**src/rtl/bqs_pkg.sv**
```systemverilog
package bqs_pkg;
  typedef enum logic {ST_IDLE = 1'b0, ST_RUN = 1'b1} bqs_state_e;
endpackage

```
**src/rtl/bqs_start_chk.sv**
```systemverilog
module bqs_start_chk #(
  parameter int ADDR_W = 29,
  parameter int OFF_W  = 2,
  parameter int BE_W   = 8
) (
  input  logic [OFF_W-1:0] start_off_i,
  input  logic             wb_i,
  input  logic [BE_W-1:0]  be_n_i,
  output logic [OFF_W-1:0] eff_off_o,
  output logic             bad_o
);
  localparam int LINE_W = ADDR_W - OFF_W;

  // Writebacks always begin at the line boundary.
  always_comb begin
    eff_off_o = wb_i ? '0 : start_off_i;
    bad_o     = wb_i && ((start_off_i != '0) || (be_n_i != '0)) && (LINE_W > 0);
  end
endmodule

```
**src/rtl/bqs_beat_ctr.sv**
```systemverilog
module bqs_beat_ctr
  import bqs_pkg::*;
#(
  parameter int OFF_W = 2
) (
  input  logic             clk,
  input  logic             rst,
  input  logic             start_i,
  input  logic             rdy_i,
  output logic             accept_o,
  output logic             valid_o,
  output logic [OFF_W-1:0] beat_o,
  output logic             last_o
);
  localparam logic [OFF_W-1:0] LAST_BEAT = '1;

  bqs_state_e       state_q;
  logic [OFF_W-1:0] beat_q;
  logic             fire;

  assign accept_o = start_i && (state_q == ST_IDLE);
  assign valid_o  = (state_q == ST_RUN);
  assign fire     = valid_o && rdy_i;
  assign beat_o   = beat_q;
  assign last_o   = valid_o && (beat_q == LAST_BEAT);

  always_ff @(posedge clk) begin
    if (rst) begin
      state_q <= ST_IDLE;
      beat_q  <= '0;
    end else if (accept_o) begin
      state_q <= ST_RUN;
      beat_q  <= '0;
    end else if (fire) begin
      if (beat_q == LAST_BEAT) begin
        state_q <= ST_IDLE;
        beat_q  <= '0;
      end else begin
        beat_q <= beat_q + 1'b1;
      end
    end
  end
endmodule

```
**src/rtl/bqs_addr_gen.sv**
```systemverilog
module bqs_addr_gen #(
  parameter int ADDR_W = 29,
  parameter int OFF_W  = 2
) (
  input  logic                     clk,
  input  logic                     rst,
  input  logic                     load_i,
  input  logic [ADDR_W-OFF_W-1:0]  line_i,
  input  logic [OFF_W-1:0]         off_i,
  input  logic [OFF_W-1:0]         beat_i,
  output logic [ADDR_W-1:0]        addr_o
);
  localparam int LINE_W = ADDR_W - OFF_W;

  logic [LINE_W-1:0] line_q;
  logic [OFF_W-1:0]  off_q;
  logic [OFF_W-1:0]  lo;

  always_ff @(posedge clk) begin
    if (rst) begin
      line_q <= '0;
      off_q  <= '0;
    end else if (load_i) begin
      line_q <= line_i;
      off_q  <= off_i;
    end
  end

  // Interleaved order: each low bit toggles with the matching beat bit.
  for (genvar g = 0; g < OFF_W; g++) begin : g_ilv
    assign lo[g] = off_q[g] ^ beat_i[g];
  end

  assign addr_o = {line_q, lo};
endmodule

```
**src/rtl/burst_qw_seq.sv**
```systemverilog
module burst_qw_seq #(
  parameter int ADDR_W = 29,
  parameter int OFF_W  = 2,
  parameter int BE_W   = 8
) (
  input  logic                    clk,
  input  logic                    rst,
  input  logic                    start_i,
  input  logic [ADDR_W-1:0]       start_addr_i,
  input  logic                    wb_i,
  input  logic [BE_W-1:0]         be_n_i,
  input  logic                    beat_rdy_i,
  output logic                    qw_valid_o,
  output logic [ADDR_W-1:0]       qw_addr_o,
  output logic [OFF_W-1:0]        beat_idx_o,
  output logic                    last_o,
  output logic                    err_o,
  input  logic                    inq_en_i,
  input  logic [ADDR_W-OFF_W-1:0] inq_line_i,
  output logic [ADDR_W-1:0]       inq_addr_o
);
  localparam int LINE_W = ADDR_W - OFF_W;

  logic             accept;
  logic [OFF_W-1:0] eff_off;
  logic             bad;
  logic             err_q;

  bqs_start_chk #(.ADDR_W(ADDR_W), .OFF_W(OFF_W), .BE_W(BE_W)) u_chk (
    .start_off_i (start_addr_i[OFF_W-1:0]),
    .wb_i        (wb_i),
    .be_n_i      (be_n_i),
    .eff_off_o   (eff_off),
    .bad_o       (bad)
  );

  bqs_beat_ctr #(.OFF_W(OFF_W)) u_ctr (
    .clk      (clk),
    .rst      (rst),
    .start_i  (start_i),
    .rdy_i    (beat_rdy_i),
    .accept_o (accept),
    .valid_o  (qw_valid_o),
    .beat_o   (beat_idx_o),
    .last_o   (last_o)
  );

  bqs_addr_gen #(.ADDR_W(ADDR_W), .OFF_W(OFF_W)) u_gen (
    .clk    (clk),
    .rst    (rst),
    .load_i (accept),
    .line_i (start_addr_i[ADDR_W-1:OFF_W]),
    .off_i  (eff_off),
    .beat_i (beat_idx_o),
    .addr_o (qw_addr_o)
  );

  always_ff @(posedge clk) begin
    if (rst) err_q <= 1'b0;
    else     err_q <= accept && bad;
  end
  assign err_o = err_q;

  assign inq_addr_o = inq_en_i ? {inq_line_i, {OFF_W{1'b0}}} : '0;

  logic [LINE_W-1:0] unused_line;
  assign unused_line = '0;
endmodule

```
**config.mk**
```make
export PLATFORM = sky130hd
export DESIGN_NAME = burst_qw_seq
export DESIGN_NICKNAME = d
export VERILOG_FILES = /design/src/rtl/bqs_pkg.sv /design/src/rtl/bqs_start_chk.sv /design/src/rtl/bqs_beat_ctr.sv /design/src/rtl/bqs_addr_gen.sv /design/src/rtl/burst_qw_seq.sv
export SDC_FILE = /design/constraint.sdc
export NUM_CORES = 1
export LEC_CHECK = 0
export BUFFER_PORTS_ARGS = -buffer_cell sky130_fd_sc_hd__buf_4
export CAP_MARGIN = 20
export CORE_MARGIN = 1
export CORE_UTILIZATION = 40
export DETAILED_ROUTE_END_ITERATION = 12
export HOLD_SLACK_MARGIN = 0.05
export PLACE_DENSITY_LB_ADDON = 0.12
export SLEW_MARGIN = 20
export SYNTH_ARGS = -nofsm -noshare
export SYNTH_HDL_FRONTEND = slang
export SYNTH_SLANG_ARGS = --single-unit
```
**constraint.sdc**
```tcl
create_clock -name clk -period 1.4 [get_ports clk]
set_input_delay 0.21 -clock clk [delete_from_list [all_inputs] [get_ports clk]]
set_output_delay 0.21 -clock clk [all_outputs]
set_load 0.02 [all_outputs]
```
==> metrics <==
Synth Register Bits 33; final hold slack about 0.15 ns; CP max stage delay around 0.36 ns; first-pass GRT wire length around 7600 um; top-count cell post-synth dfxtp_1; critical path's top delay family flip-flops; WL met1 roughly 2000 um; DRT Wirelength around 5100 um; hold_buf cts 0; iteration count of the initial detailed-routing pass 4; Buf/Inv on CP 1; total CTS buffers 5; area delta synth->final 64.7%; CP Max Fanout 5; synth warn 0; clk_skew roughly 0.0027 ns; Std-Cell Rows 23; Synth area leaders dfxtp_1 (39%), nand4bb_1 (19%), o31ai_1 (12%), and2_1 (10%), inv_1 (6.8%); Max-cap violations 0; Hold EP u_ctr.valid_o; Max Buffers Root-to-Sink 2; routed length on met2 between 2000 and 3000 um; CTS tree done; initial antenna violation count 0; vias per std cell 4.96; die height 67.5 um; Seq/Total Area, Yosys 0.385; HP Class primary input to register; P_leak approximately 1.3 nW; share of flip-flops with an asynchronous set or reset 0; fillers roughly 350; Power Dens Cells around 850 mW/mm^2; Yosys top cell area share 0.385; initial core utilization 0.423; number of gates resized after CTS 2; Port-buffer cells 130; Peak VDD IR roughly 670 uV; # setup viols final 0; crit path capture type primary output; met3 wire len around 470 um; area of the multi-input gates between 800 and 900 um^2; WP depth 3; DRT antenna net count 0; crit path time final between 1 and 1.5 ns; postcts setup bufs 0; syn_area_per_cell ~9 um^2; setup slack, reg-to-reg 0.27 ns; mapped cell area 0.00172 mm^2; startpoint types register; hold path cells 2; RSZ-0062 raised after global routing no; Die W between 60 and 70 um; die area between 0.004 and 0.005 mm^2; Iteration-0 DRC Markers 43; vias in the first global route ~1.6k; later-pin clock latency in the skew report between 0.2 and 0.3 ns; fmax 748 MHz; total number of vias roughly 1.8k; Synth top cells by count dfxtp_1 (33), inv_1 (31), nand4bb_1 (29), and2_1 (28), o31ai_1 (27); clock transition at the registers of the reported paths around 0.06 ns; Most used DFF post-synth dfxtp_1; critical path class register to primary output; # DRC 0; CP cell instances ha_2 > and2_4 > buf_4; outcome finished, final reports clean; ant diodes 0; Hold Fails Final Rpt 0; EDFF count, synth 0; slowest CP cell dfxtp_4; area leader, netlist dfxtp_1; CP required about 1.2 ns; reg-to-reg startpoint u_ctr.valid_o; gr usage total 0.225; layout cells sized above 1 0.486; H-tree lvl count 2; Core Box Area a little over 0.004 mm^2; clock root cell clkbuf_8; HPWL Detailed 3870 um; Storage cell area 667 um^2; Arrival @ worst endpoint roughly 1.1 ns; Highest Signal Layer met4; pin count of the biggest net entering global routing 32; WL per Instance ~14 um; Worst Reg-to-Reg Cells 2; worst hold start beat_rdy_i; Synth cell types 21; fin crit share 0.955; Clock Sinks 33; grt total ovfl 0; Final nets approximately 380; cell count after synthesis about 190; GPL Wtd Cong 0.712; RR Endpoint u_gen.off_q[1]; setup_tns 0 ns; final slew viol count 0; IO Count between 100 and 150
[sequential cells by signal, indices dropped and copies added, names as in the netlist]
name,cells
u_ctr.valid_o,1
u_gen.off_q,2
u_gen.line_q,27
err_o,1
u_ctr.beat_o,2
[worst register-to-register path: stages, from the launching register on]
cell and delay, ns:
dfxtp_2 0.34, or4b_1 0.55, o32ai_1 0.15
[cells in the final DEF (no fill, tap or decap)]
cell type / instances
clkbuf_8: 6
dfxtp_4: 1
inv_1: 31
o32ai_1: 2
conb_1: 2
and2_4: 1
ha_2: 1
dfxtp_1: 30
and2_1: 27
o31ai_1: 27
nand3_1: 1
a31oi_1: 1
nor2b_2: 1
or4b_1: 1
nor4_1: 2
a211oi_1: 3
dfxtp_2: 2
clkbuf_1: 1
nor2_1: 2
buf_4: 138
a21bo_2: 2
nand4bb_1: 29
xor2_1: 2
[stage by stage]
stage / power [mW] / cells / utilization / cell area [um^2] / setup WS (ns)
2_1_floorplan: 1.37 / 187 / - / 1720 / 0.105
3_3_place_gp: 1.71 / 356 / 0.672 / 2730 / 0.288
3_5_place_dp: 1.71 / 356 / 0.672 / 2730 / 0.277
4_1_cts: 2.43 / 363 / 0.694 / 2820 / 0.0167
5_1_grt: 2.52 / 363 / 0.696 / 2830 / 0.0253
6_report: 2.40 / 363 / 0.696 / 2830 / 0.0629
[worst max path at each step]
stage                    start               to  slack [ns]
2_1_floorplan    u_ctr.valid_o    u_ctr.valid_o        0.10
3_3_place_gp   u_ctr.beat_o[0]           last_o        0.29
3_5_place_dp     u_ctr.valid_o  u_ctr.beat_o[1]        0.28
4_1_cts        u_ctr.beat_o[0]           last_o        0.02
5_1_grt        u_ctr.beat_o[0]           last_o        0.03
6_report       u_ctr.beat_o[0]           last_o        0.06
[per-layer routing]
metal  vias to the layer above  global-route usage
li1                        899                   -
met1                       808               0.256
met2                        80               0.382
met3                        12              0.0659
met4                         0               0.106
met5                         -                   0
[final cells by class]
class,instances,area share
inverters,31,0.0412
clock buffers,7,0.0306
repair buffers,138,0.367
flip-flops and latches,33,0.236
well taps,50,0.0221
multi-input cells,104,0.303
[logic make-up after synthesis]
group | share of synthesized area
other | 0.00219
and+or+nand+nor | 0.317
buffers and inverters | 0.122
adders and majority gates | 0.00729
xor gates and xnor gates | 0.0102
AOI/OAI and AO/OA | 0.157
DFF | 0.385
[power by group]
part	leakage, nW	total (mW)	switching [mW]	internal [mW]
clock network	0.0443	0.708	0.319	0.390
registers	0.272	1.03	0.0313	0.994
logic	0.991	0.664	0.318	0.347
Note: power is estimated with default switching activity, not from simulation.
